`config.mk`:
```
export PLATFORM = sky130hd
export DESIGN_NAME = trng_startup_seq
export DESIGN_NICKNAME = d
export VERILOG_FILES = /design/src/rtl/trng_seq_pkg.sv /design/src/rtl/trng_phase_ctrl.sv /design/src/rtl/trng_health.sv /design/src/rtl/trng_mixer.sv /design/src/rtl/trng_word_fifo.sv /design/src/rtl/trng_startup_seq.sv
export SDC_FILE = /design/constraint.sdc
export NUM_CORES = 2
export LEC_CHECK = 0
export ABC_CLOCK_PERIOD_IN_PS = 6500
export BUFFER_PORTS_ARGS = -buffer_cell sky130_fd_sc_hd__buf_4
export CORE_ASPECT_RATIO = 1.75
export CORE_MARGIN = 1
export CORE_UTILIZATION = 68
export DETAILED_ROUTE_END_ITERATION = 6
export PLACE_DENSITY_LB_ADDON = 0.2
export SYNTH_ARGS = -nofsm -noshare
export SYNTH_HDL_FRONTEND = slang
export SYNTH_SLANG_ARGS = --single-unit
```
`constraint.sdc`:
```
create_clock -name clk -period 6.5 [get_ports clk]
set_clock_uncertainty 0.15 [all_clocks]
set_input_delay 0.325 -clock clk [delete_from_list [all_inputs] [get_ports clk]]
set_output_delay 0.325 -clock clk [all_outputs]
set_load 0.01 [all_outputs]
```
`src/rtl/trng_seq_pkg.sv`:
```
package trng_seq_pkg;

   typedef enum logic [2:0] {
      PH_IDLE  = 3'd0,
      PH_WARM  = 3'd1,
      PH_TEST  = 3'd2,
      PH_COND  = 3'd3,
      PH_FILL  = 3'd4,
      PH_READY = 3'd5
   } phase_e;

   function automatic int max2(input int a, input int b);
      return (a > b) ? a : b;
   endfunction

   function automatic bit is_pow2(input int v);
      return (v > 0) && ((v & (v - 1)) == 0);
   endfunction

endpackage

```
`src/rtl/trng_phase_ctrl.sv`:
```
module trng_phase_ctrl
   import trng_seq_pkg::*;
#(
   parameter int WARM_MAX = 256,
   parameter int WARM_DEF = 256,
   parameter int TEST_CYC = 4096,
   parameter int COND_CYC = 128,
   parameter int FILL_CYC = 2048,
   parameter int CFG_W    = $clog2(WARM_MAX + 1)
) (
   input  logic             clk,
   input  logic             rst_n,
   input  logic             enable_i,
   input  logic [CFG_W-1:0] warm_cfg_i,
   input  logic             bypass_i,
   input  logic             fail_i,
   output phase_e           phase_o,
   output logic             cond_on_o
);

   localparam int LONGEST = max2(max2(WARM_MAX, TEST_CYC), max2(COND_CYC, FILL_CYC));
   localparam int CNT_W   = $clog2(LONGEST + 1);

   phase_e           phase_q;
   logic [CNT_W-1:0] cnt_q;
   logic [CNT_W-1:0] warm_len_q;
   logic [CNT_W-1:0] warm_len_d;
   logic [CNT_W-1:0] cur_len;
   logic             phase_done;
   logic             byp_q;

   // settle length: 0 picks the default, oversize requests are clamped
   always_comb begin
      if (warm_cfg_i == '0)
         warm_len_d = CNT_W'(WARM_DEF);
      else if (warm_cfg_i > CFG_W'(WARM_MAX))
         warm_len_d = CNT_W'(WARM_MAX);
      else
         warm_len_d = CNT_W'(warm_cfg_i);
   end

   always_comb begin
      unique case (phase_q)
         PH_WARM: cur_len = warm_len_q;
         PH_TEST: cur_len = CNT_W'(TEST_CYC);
         PH_COND: cur_len = CNT_W'(COND_CYC);
         default: cur_len = CNT_W'(FILL_CYC);
      endcase
   end

   assign phase_done = (cnt_q == cur_len - 1'b1);

   always_ff @(posedge clk) begin
      if (!rst_n) begin
         phase_q    <= PH_IDLE;
         cnt_q      <= '0;
         warm_len_q <= '0;
         byp_q      <= 1'b0;
      end else if (!enable_i) begin
         phase_q <= PH_IDLE;
         cnt_q   <= '0;
      end else begin
         unique case (phase_q)
            PH_IDLE: begin
               phase_q    <= PH_WARM;
               cnt_q      <= '0;
               warm_len_q <= warm_len_d;
            end
            PH_WARM: begin
               if (phase_done) begin
                  phase_q <= PH_TEST;
                  cnt_q   <= '0;
               end else begin
                  cnt_q <= cnt_q + 1'b1;
               end
            end
            PH_TEST: begin
               if (fail_i) begin
                  cnt_q <= '0;
               end else if (phase_done) begin
                  byp_q   <= bypass_i;
                  cnt_q   <= '0;
                  phase_q <= bypass_i ? PH_FILL : PH_COND;
               end else begin
                  cnt_q <= cnt_q + 1'b1;
               end
            end
            PH_COND: begin
               if (phase_done) begin
                  phase_q <= PH_FILL;
                  cnt_q   <= '0;
               end else begin
                  cnt_q <= cnt_q + 1'b1;
               end
            end
            PH_FILL: begin
               if (phase_done) begin
                  phase_q <= PH_READY;
                  cnt_q   <= '0;
               end else begin
                  cnt_q <= cnt_q + 1'b1;
               end
            end
            default: phase_q <= PH_READY;
         endcase
      end
   end

   assign phase_o   = phase_q;
   assign cond_on_o = ~byp_q;

endmodule

```
`src/rtl/trng_health.sv`:
```
module trng_health
   import trng_seq_pkg::*;
#(
   parameter int RCT_WIN = 64,
   parameter int APT_WIN = 4096,
   parameter int RCUT_W  = $clog2(RCT_WIN + 1),
   parameter int ACUT_W  = $clog2(APT_WIN + 1)
) (
   input  logic              clk,
   input  logic              rst_n,
   input  logic              active_i,
   input  logic              bit_i,
   input  logic [RCUT_W-1:0] rct_cut_i,
   input  logic [ACUT_W-1:0] apt_cut_i,
   output logic              rct_fail_o,
   output logic              apt_fail_o
);

   localparam int RIDX_W = $clog2(RCT_WIN);

   logic [RIDX_W-1:0] ridx_q;
   logic [RIDX_W-1:0] ridx_nxt;
   logic [RCUT_W-1:0] run_q;
   logic [RCUT_W-1:0] run_nxt;
   logic              last_q;
   logic              afirst_q;
   logic              aref_q;
   logic [ACUT_W-1:0] acnt_q;
   logic [ACUT_W-1:0] acnt_nxt;
   logic              any_fail;

   // window index wrap: free-running for power-of-two windows
   generate
      if (is_pow2(RCT_WIN)) begin : g_ridx_pow2
         assign ridx_nxt = ridx_q + 1'b1;
      end else begin : g_ridx_cmp
         assign ridx_nxt = (ridx_q == RIDX_W'(RCT_WIN - 1)) ? '0 : ridx_q + 1'b1;
      end
   endgenerate

   always_comb begin
      if (ridx_q == '0)
         run_nxt = RCUT_W'(1);
      else if (bit_i == last_q)
         run_nxt = run_q + 1'b1;
      else
         run_nxt = RCUT_W'(1);
   end

   always_comb begin
      if (afirst_q)
         acnt_nxt = ACUT_W'(1);
      else if (bit_i == aref_q)
         acnt_nxt = acnt_q + 1'b1;
      else
         acnt_nxt = acnt_q;
   end

   assign rct_fail_o = active_i && (run_nxt > rct_cut_i);
   assign apt_fail_o = active_i && (acnt_nxt > apt_cut_i);
   assign any_fail   = rct_fail_o | apt_fail_o;

   always_ff @(posedge clk) begin
      if (!rst_n || !active_i || any_fail) begin
         ridx_q   <= '0;
         run_q    <= '0;
         last_q   <= 1'b0;
         afirst_q <= 1'b1;
         aref_q   <= 1'b0;
         acnt_q   <= '0;
      end else begin
         ridx_q   <= ridx_nxt;
         run_q    <= run_nxt;
         last_q   <= bit_i;
         afirst_q <= 1'b0;
         acnt_q   <= acnt_nxt;
         if (afirst_q)
            aref_q <= bit_i;
      end
   end

endmodule

```
`src/rtl/trng_mixer.sv`:
```
module trng_mixer #(
   parameter int MIX_W   = 32,
   parameter int MIX_TAP = 13
) (
   input  logic clk,
   input  logic rst_n,
   input  logic run_i,
   input  logic bit_i,
   output logic mix_bit_o
);

   logic [MIX_W-1:0] st_q;

   assign mix_bit_o = bit_i ^ st_q[MIX_W-1] ^ st_q[MIX_TAP];

   always_ff @(posedge clk) begin
      if (!rst_n || !run_i)
         st_q <= '0;
      else
         st_q <= {st_q[MIX_W-2:0], mix_bit_o};
   end

endmodule

```
`src/rtl/trng_word_fifo.sv`:
```
module trng_word_fifo
   import trng_seq_pkg::*;
#(
   parameter int WORD_W = 32,
   parameter int DEPTH  = 64
) (
   input  logic              clk,
   input  logic              rst_n,
   input  logic              clear_i,
   input  logic              bit_vld_i,
   input  logic              bit_i,
   input  logic              pop_i,
   output logic [WORD_W-1:0] rd_data_o,
   output logic              empty_o
);

   localparam int PTR_W = (DEPTH > 1) ? $clog2(DEPTH) : 1;
   localparam int CNT_W = $clog2(DEPTH + 1);
   localparam int BC_W  = $clog2(WORD_W);

   logic [WORD_W-2:0] sh_q;
   logic [BC_W-1:0]   bcnt_q;
   logic [WORD_W-1:0] word_d;
   logic              word_done;
   logic              push;
   logic              pop_ok;
   logic              full;
   logic [PTR_W-1:0]  wr_q;
   logic [PTR_W-1:0]  rd_q;
   logic [PTR_W-1:0]  wr_nxt;
   logic [PTR_W-1:0]  rd_nxt;
   logic [CNT_W-1:0]  cnt_q;
   logic [WORD_W-1:0] mem_q [DEPTH];

   generate
      if (is_pow2(DEPTH)) begin : g_ptr_pow2
         assign wr_nxt = wr_q + 1'b1;
         assign rd_nxt = rd_q + 1'b1;
      end else begin : g_ptr_cmp
         assign wr_nxt = (wr_q == PTR_W'(DEPTH - 1)) ? '0 : wr_q + 1'b1;
         assign rd_nxt = (rd_q == PTR_W'(DEPTH - 1)) ? '0 : rd_q + 1'b1;
      end
   endgenerate

   assign word_d    = {sh_q, bit_i};
   assign word_done = bit_vld_i && (bcnt_q == BC_W'(WORD_W - 1));
   assign empty_o   = (cnt_q == '0);
   assign full      = (cnt_q == CNT_W'(DEPTH));
   assign pop_ok    = pop_i && !empty_o;
   assign push      = word_done && (!full || pop_ok);
   assign rd_data_o = mem_q[rd_q];

   always_ff @(posedge clk) begin
      if (!rst_n || clear_i) begin
         sh_q   <= '0;
         bcnt_q <= '0;
         wr_q   <= '0;
         rd_q   <= '0;
         cnt_q  <= '0;
      end else begin
         if (bit_vld_i) begin
            sh_q   <= word_d[WORD_W-2:0];
            bcnt_q <= word_done ? '0 : bcnt_q + 1'b1;
         end
         if (push)
            wr_q <= wr_nxt;
         if (pop_ok)
            rd_q <= rd_nxt;
         if (push && !pop_ok)
            cnt_q <= cnt_q + 1'b1;
         else if (pop_ok && !push)
            cnt_q <= cnt_q - 1'b1;
      end
   end

   always_ff @(posedge clk) begin
      if (push)
         mem_q[wr_q] <= word_d;
   end

endmodule

```
`src/rtl/trng_startup_seq.sv`:
```
module trng_startup_seq
   import trng_seq_pkg::*;
#(
   parameter int WARM_MAX   = 256,
   parameter int WARM_DEF   = 256,
   parameter int RCT_WIN    = 64,
   parameter int APT_WIN    = 4096,
   parameter int COND_CYC   = 128,
   parameter int FIFO_DEPTH = 64,
   parameter int WORD_W     = 32,
   parameter int MIX_W      = 32,
   parameter int MIX_TAP    = 13,
   localparam int WCFG_W    = $clog2(WARM_MAX + 1),
   localparam int RCUT_W    = $clog2(RCT_WIN + 1),
   localparam int ACUT_W    = $clog2(APT_WIN + 1)
) (
   input  logic              clk,
   input  logic              rst_n,
   input  logic              enable_i,
   input  logic              noise_bit_i,
   input  logic              cond_bypass_i,
   input  logic [WCFG_W-1:0] warm_cfg_i,
   input  logic [RCUT_W-1:0] rct_cutoff_i,
   input  logic [ACUT_W-1:0] apt_cutoff_i,
   input  logic              rd_en_i,
   output logic [WORD_W-1:0] rd_data_o,
   output logic              rd_valid_o,
   output logic [2:0]        phase_o,
   output logic [1:0]        health_err_o
);

   localparam int FILL_CYC = FIFO_DEPTH * WORD_W;

   // elaboration-time parameter checks
   generate
      if (WARM_DEF < 1 || WARM_DEF > WARM_MAX) begin : g_bad_warm
         $error("settle default must lie in 1..WARM_MAX");
      end
      if (RCT_WIN < 2 || RCT_WIN > APT_WIN) begin : g_bad_rct
         $error("repetition window must lie in 2..APT_WIN");
      end
      if (COND_CYC < 1 || FIFO_DEPTH < 1) begin : g_bad_len
         $error("whiten length and queue depth must be positive");
      end
      if (WORD_W < 2) begin : g_bad_word
         $error("word width must be at least 2");
      end
      if (MIX_W < 2 || MIX_TAP < 0 || MIX_TAP >= MIX_W - 1) begin : g_bad_mix
         $error("mixer tap must lie below the top state bit");
      end
   endgenerate

   phase_e phase;
   logic   cond_on;
   logic   rct_fail;
   logic   apt_fail;
   logic   in_test;
   logic   collecting;
   logic   mix_run;
   logic   mix_bit;
   logic   fifo_bit;
   logic   fifo_empty;
   logic   pop;
   logic [1:0] err_q;

   assign in_test    = (phase == PH_TEST);
   assign collecting = (phase == PH_FILL) || (phase == PH_READY);
   assign mix_run    = cond_on && ((phase == PH_COND) || collecting);
   assign fifo_bit   = cond_on ? mix_bit : noise_bit_i;

   trng_phase_ctrl #(
      .WARM_MAX (WARM_MAX),
      .WARM_DEF (WARM_DEF),
      .TEST_CYC (APT_WIN),
      .COND_CYC (COND_CYC),
      .FILL_CYC (FILL_CYC),
      .CFG_W    (WCFG_W)
   ) ctrl_i (
      .clk        (clk),
      .rst_n      (rst_n),
      .enable_i   (enable_i),
      .warm_cfg_i (warm_cfg_i),
      .bypass_i   (cond_bypass_i),
      .fail_i     (rct_fail | apt_fail),
      .phase_o    (phase),
      .cond_on_o  (cond_on)
   );

   trng_health #(
      .RCT_WIN (RCT_WIN),
      .APT_WIN (APT_WIN),
      .RCUT_W  (RCUT_W),
      .ACUT_W  (ACUT_W)
   ) health_i (
      .clk        (clk),
      .rst_n      (rst_n),
      .active_i   (in_test),
      .bit_i      (noise_bit_i),
      .rct_cut_i  (rct_cutoff_i),
      .apt_cut_i  (apt_cutoff_i),
      .rct_fail_o (rct_fail),
      .apt_fail_o (apt_fail)
   );

   trng_mixer #(
      .MIX_W   (MIX_W),
      .MIX_TAP (MIX_TAP)
   ) mixer_i (
      .clk       (clk),
      .rst_n     (rst_n),
      .run_i     (mix_run),
      .bit_i     (noise_bit_i),
      .mix_bit_o (mix_bit)
   );

   trng_word_fifo #(
      .WORD_W (WORD_W),
      .DEPTH  (FIFO_DEPTH)
   ) fifo_i (
      .clk       (clk),
      .rst_n     (rst_n),
      .clear_i   (!collecting),
      .bit_vld_i (collecting),
      .bit_i     (fifo_bit),
      .pop_i     (pop),
      .rd_data_o (rd_data_o),
      .empty_o   (fifo_empty)
   );

   assign rd_valid_o = (phase == PH_READY) && !fifo_empty;
   assign pop        = rd_en_i && rd_valid_o;

   always_ff @(posedge clk) begin
      if (!rst_n)
         err_q <= '0;
      else
         err_q <= err_q | {apt_fail, rct_fail};
   end

   assign phase_o      = phase;
   assign health_err_o = err_q;

endmodule

```
Word level (Yosys, flattened, before mapping)
Memory sizes are Yosys's and may differ from the RTL's. A register that Yosys moved wholly into a read port is not among the register bits.
Cells that the tools add are included.
{"block": "word_totals", "n_memories": 1, "out_inout_bits": 38, "ramBits": 2048, "word_cells": 114, "register_bits": 148}
{"block": "classes", "magnitude_cmp": 3, "eq_ne": 15, "n_bitwise": 6, "add_sub_neg": 10, "n_mux": 26, "n_reduce_logical": 36}
{"memory": "fifo_i.mem_q", "words": 64, "width": 32, "read_ports": 1, "rd_clocked_by_memory_dff": 1, "wr": 1, "line_no": "trng_word_fifo.sv:33", "source": "logic [WORD_W-1:0] mem_q [DEPTH];"}
{"cell": "$pmux 13 s3", "count": 2}
{"cell": "$mux 13", "count": 5}
{"cell": "$mux 7", "count": 4}
{"cell": "$add 13x1->13 const B", "count": 2}
{"cell": "$add 6x1->6 const B", "count": 3}
{"cell": "$mux 3", "count": 6}
{"cell": "$pmux 3 s5", "count": 1}
{"cell": "$add 7x1->7 const B", "count": 2}
{"cell": "$eq 13x13->1", "count": 1}
{"cell": "$gt 13x13->1", "count": 1}
{"cell": "$sub 13x1->13 const B", "count": 1}
{"cell": "$mux 6", "count": 2}
{"cell": "$logic_and 1x1->1", "count": 10}
{"cell": "$gt 9x9->1 const B", "count": 1}
{"cell": "$logic_not 9->1", "count": 1}
{"cell": "$mux 9", "count": 1}
{"cell": "$logic_not 1->1", "count": 8}
{"cell": "$eq 7x7->1 const B", "count": 1}
{"cell": "$gt 7x7->1", "count": 1}
{"cell": "$logic_not 7->1", "count": 1}
{"cell": "$logic_or 1x1->1", "count": 7}
{"cell": "$sub 7x1->7 const B", "count": 1}
{"cell": "$eq 3x2->1 const B", "count": 2}
{"cell": "$eq 3x3->1 const B", "count": 2}
{"cell": "other kinds (20)", "count": 30}

Longest topological paths before layout
{"block": "logic_depth", "ltp_word": 11, "mapped_depth": 17}

Hierarchy
A second synthesis with hierarchy kept.
{"block": "hier_totals", "cells_unflattened": 4108, "area_unflattened_um2": 85203.0}
{"module": "trng_word_fifo", "seq_area_each_um2": 62720.2, "area_each_um2": 80269.5, "cells_per_inst": 3552, "n_inst": 1}
{"module": "trng_health", "seq_area_each_um2": 580.6, "area_each_um2": 2020.7, "cells_per_inst": 225, "n_inst": 1}
{"module": "trng_phase_ctrl", "seq_area_each_um2": 520.5, "area_each_um2": 1843.0, "cells_per_inst": 243, "n_inst": 1}
{"module": "trng_mixer", "seq_area_each_um2": 640.6, "area_each_um2": 943.4, "cells_per_inst": 74, "n_inst": 1}
{"module": "trng_startup_seq", "seq_area_each_um2": 40.0, "area_each_um2": 126.4, "cells_per_inst": 14, "n_inst": 1}

Worst setup path before layout
OpenSTA, ideal clock, no wires.
{"block": "synth_path", "path_type": "flip-flop to flip-flop", "startpoint": "reg ctrl_i.phase_q[2] (netlist: ctrl_i.phase_o[2])", "endpoint": "mem fifo_i.mem_q[31][0], enable pin", "required_ns": 5.927, "synth_period_minus_slack_ns": 3.953, "arrival_time_ns": 3.381, "setup_ns": 0.423, "n_path_buf": 1, "slack_ns": 2.547, "stages_incl_launch_ff": 9, "cell_sequence": "dfxtp_1 -> inv_1 -> nor2_1 -> nand2_1 -> a41oi_1 -> and2_0 -> clkbuf_1 -> nand3_1 -> nor2_1"}
{"block": "synth_via", "elab_chain_cells": 8, "word_cells_on_any_way": 11, "cone_classes": "2 x eq/ne; 2 x mux; 7 x reduce/logical"}
{"element": "start: declaration", "line_no": "trng_phase_ctrl.sv:24", "source": "phase_e phase_q;"}
{"element": "start signal: assignment", "line_no": "trng_phase_ctrl.sv:83", "source": "phase_q <= bypass_i ? PH_FILL : PH_COND;"}
{"element": "$eq 3x3->1", "line_no": "trng_startup_seq.sv:67, trng_startup_seq.sv:130"}
{"element": "$logic_and 1x1->1", "line_no": "trng_startup_seq.sv:130", "source": "assign rd_valid_o = (phase == PH_READY) && !fifo_empty;"}
{"element": "$logic_and 1x1->1", "line_no": "trng_startup_seq.sv:131", "source": "assign pop = rd_en_i && rd_valid_o;"}
{"element": "$logic_and 1x1->1", "line_no": "trng_word_fifo.sv:49", "source": "assign pop_ok = pop_i && !empty_o;"}
{"element": "$logic_or 1x1->1", "line_no": "trng_word_fifo.sv:50", "source": "assign push = word_done && (!full || pop_ok);"}
{"element": "$logic_and 1x1->1 (*)", "line_no": "trng_word_fifo.sv:50"}
{"element": "named net fifo_i.push", "line_no": "trng_word_fifo.sv:25", "source": "logic push;"}
{"element": "$mux 1 (*)", "line_no": "trng_word_fifo.sv:77", "source": "if (push)"}
{"element": "$mux 1 (not written as such) (*)", "line_no": "trng_word_fifo.sv:78", "source": "mem_q[wr_q] <= word_d;"}
{"element": "end: declaration", "line_no": "trng_word_fifo.sv:33"}
Mark *: on every way through the listed nets, which the timed path passes. The rest lies on a longest branch.

Final worst setup path
{"block": "layout_path", "startpoint": "reg ctrl_i.phase_q[2] (netlist: ctrl_i.phase_o[2])", "endpoint": "mem fifo_i.mem_q[10][23], enable pin"}
Same word-level chain as after synthesis.

==> results.md <==
- Status: complete, no violations
- Primary FF master, synth: edfxtp_1
- CTS buffer count: 177
- Mean post-synth cell area: 22.55 um^2
- Dpl hpwl: around 130 mm
- Setup TNS: 0 ns
- Placement row count: 170
- Hold Crit Start: rct_cutoff_i[0]
- Finished Core Util: 0.7667
- Worst R2R End: fifo_i.mem_q[10][23]
- Die ar.: 0.1258 mm^2
- Wire per inst: between 40 and 50 um
- Crit. End Element: register
- Cell area after layout: 0.09426 mm^2
- Slowest cell delay on critical path: about 1.2 ns
- Final hold vios: 0
- VDD IR max: approximately 240 uV
- CP dominant cell by count: nand2_1
- I/O Pins: 73
- Top fanout value on the critical path: 32
- Vias per cell: 7.379
- Power share of the clock group: 0.430
- F_max: 182.9 MHz
- Worst-skew pair later-pin latency: 0.82 ns
- Cells along the critical path: inv_1, nor2_2, nand2_1, a41oi_1, nor2b_1, nand2_1, nor2_4
- Cells after Synth: between 3,000 and 4,000
- Dpl ws: about 1.5 ns
- Clock Pin Slew Worst Setup and Hold Paths: about 0.060 ns
- Worst reg-to-reg setup slack: 1.03 ns
- Int Pwr: 0.02168 W
- Post-Syn Nets: roughly 3,800
- Net Switching: 0.005187 W
- Core outline area: around 0.12 mm^2
- Synth async-reset ratio: 0
- Commonest cells in the synthesized netlist: edfxtp_1 (2,048), mux4_2 (665), nor2_1 (153)
- Number of iterations in the first detailed-routing pass: 5
- Top area cells in the synthesized netlist: edfxtp_1 (73%), mux4_2 (18%), dfxtp_1 (3.6%)
- Vias: 42,289
- Mapped cell area: 0.08453 mm^2
- WP data arrival: 5.73 ns
- Share of the synthesized area in the top cell type: 0.7275
- Postcts setup bufs: 0
- Synth cell types: 70
- Root Buffer: clkbuf_16
- Vias in the first global route: around 43,000
- Global-route wire length before repair: between 300 and 400 mm
- Hold Path End: health_err_o[0]
- Cells on worst reg2reg path: 7
- CP max stage cell: nor2_4
- Routability cong.: 0.9251
- # setup viols final: 0
- Hold Crit Depth: 6
- Count leader, synth: edfxtp_1
- Post-synthesis sequential area ratio: 0.7631
- Antenna violations before repair: 22
- Post-layout nets: 4,014
- Port buffer count: 72
- Largest net degree at the start of global routing: 103
- CP top delay family: simple AND/OR/NAND/NOR gates
- Sw Ratio: 0.1930
- Min Tclk post-route: 5.468 ns
- Fin crit share: 0.8412
- Critical path class: register to register
- Residual DRC: 0
- Seq cells post-synth: 2,198
- Register Area: 0.06455 mm^2
- Die Wd: 268.5 um
- Die Span Y: 468.4 um
- Share of layout cells above drive strength 1: 0.2991
- Logic pwr share: 0.004
- Worst path bufs/invs: 1
- CTS H-tree lvls: 4
- Clk buf depth: 3
- Power Dens Cells: about 290 mW/mm^2
- Lkg Pwr: ~32 nW
- Post-route setup slack: a little over 1 ns
- Starting utilization of the core area: 0.6876
- Placed Area: 0.08790 mm^2
- Worst endpoint required time: 6.77 ns
- Actual slew at the worst max-slew pin: 1.406 ns
- Final Max Slew Viols: 0
- Slew HR: 0.05037
- Seq pwr share: 0.566
- Detailed Route Iter0 Violations: 6,783
- RR Startpoint: ctrl_i.phase_o[2]
- RSZ-0062 raised after global routing: false
- Remaining antenna violation count: 0
- Grt ovf: 0
- CTS tree: done
- # fillers: 5,807
- Syn. warnings: 0
- Area Overhead vs Synth: 11.51%
- TritonCTS Sinks: 2,198
- Overall routing resource usage: 0.3826
- Max Cap Viol: 0
- Area of the multi-input gates: slightly below 0.02 mm^2
- HP Class: input port to register
- Startpoint types: register
- Post-synth EDFFs: approximately 2,000
- Largest area contributor in the netlist: edfxtp_1
- WL final: 230.9 mm
## layout make-up
type / instances / area share
well taps: 1634 / 0.02169
diodes: 5 / 0.0001327
multi-input cells: 1319 / 0.2081
repair buffers: 211 / 0.01935
inverters: 35 / 0.001394
clock inverters: 95 / 0.01272
clock buffers: 234 / 0.05181
flip-flops and latches: 2198 / 0.6848
## worst max-delay path by stage
| stage | cells after the start | end | slack (ns) | startpoint |
|---|---|---|---|---|
| final | 7 | fifo_i.mem_q[10][23] | 1.03 | ctrl_i.phase_o[2] |
| after global placement | 7 | fifo_i.mem_q[8][8] | 1.69 | ctrl_i.phase_o[2] |
| after global routing | 7 | fifo_i.mem_q[17][6] | 0.92 | ctrl_i.phase_o[2] |
| after detailed placement | 7 | fifo_i.mem_q[8][29] | 1.49 | ctrl_i.phase_o[2] |
| after floorplan | 8 | fifo_i.mem_q[31][0] | 2.55 | ctrl_i.phase_o[2] |
| after CTS | 7 | fifo_i.mem_q[10][29] | 1.23 | ctrl_i.phase_o[2] |
## cell usage in the layout (no fill, tap or decap), types with 26 or more instances in the layout
| cell type | synthesis | final |
|---|---|---|
| a21oi_1 | 31 | 31 |
| and2_1 | 33 | 33 |
| and3_1 | 39 | 39 |
| buf_4 | 0 | 171 |
| bufinv_16 | 0 | 28 |
| clkbuf_1 | 117 | 42 |
| clkbuf_16 | 0 | 185 |
| clkinv_1 | 0 | 31 |
| dfxtp_1 | 150 | 128 |
| dlygate4sd3_1 | 0 | 26 |
| edfxtp_1 | 2048 | 2048 |
| ha_1 | 36 | 36 |
| inv_1 | 35 | 35 |
| mux4_2 | 665 | 665 |
| nand2_1 | 52 | 52 |
| nor2_1 | 153 | 88 |
| nor2_4 | 0 | 64 |
| nor3_1 | 42 | 42 |
| xnor2_1 | 30 | 29 |
| xor2_1 | 33 | 33 |
## state kept, by name (all words and copies together), names as in the netlist, 6 cells and up, named ones only
signal and flops:
health_i.ridx_q 6, fifo_i.wr_q 6, health_i.acnt_q 13, fifo_i.cnt_q 7, fifo_i.rd_q 6, ctrl_i.cnt_q 13
ctrl_i.warm_len_q 9, health_i.run_q 7, fifo_i.sh_q 31, fifo_i.mem_q 2048, mixer_i.st_q 32
## cells by family (layout without fill, tap and decap cells)
group | after synthesis | count (layout) | synth area share
flops | 2198 | 2198 | 0.7631
xor+xnor | 63 | 63 | 0.006528
mux | 686 | 686 | 0.1798
simple gates | 425 | 425 | 0.02549
other cells | 0 | 5 | 0
buf+inv | 232 | 575 | 0.01081
compound gates | 107 | 107 | 0.008600
fa+ha+maj | 38 | 38 | 0.005728
## worst register-to-register path, cell delays in order, from the launching register on
cell,delay [ns]
dfxtp_1,0.82
inv_1,0.33
nor2_2,0.24
nand2_1,0.09
a41oi_1,1.04
nor2b_1,0.43
nand2_1,0.74
nor2_4,1.20
## stage by stage
step	hold slack (ns)	instances	total power, W
3_5_place_dp	0.2675	5371	0.01563
4_1_cts	0.04902	5726	0.02688
6_report	0.09167	5731	0.02687
2_1_floorplan	0.2557	3749	0.01559
5_1_grt	0.1390	5728	0.02734
3_3_place_gp	0.2607	5371	0.01562
## power by group through the flow
| stage | logic, W | registers, W | clock network, W |
|---|---|---|---|
| finish | 0.000104 | 0.0152 | 0.0115 |
| global route | 0.000113 | 0.0152 | 0.0120 |
| CTS | 0.000102 | 0.0152 | 0.0116 |
| detailed placement | 0.0000898 | 0.0155 | 0 |
| global placement | 0.0000860 | 0.0155 | 0 |
| floorplan | 0.0000567 | 0.0155 | 0 |
## per-layer routing
| layer | vias to the layer above | wire length, um | global-route usage |
|---|---|---|---|
| met5 | - | 104 | 0 |
| met4 | 14 | 16030 | 0.2143 |
| met3 | 657 | 23490 | 0.06955 |
| met2 | 3422 | 116900 | 0.6230 |
| met1 | 22080 | 74380 | 0.4933 |
| li1 | 16116 | - | - |
## what timing repair did
action / in CTS / in global routing
endpoints found under the hold margin: 72 / 0
gates resized for setup: 0 / 0
hold buffers: 26 / 0
Power figures use the tool's default switching activity.
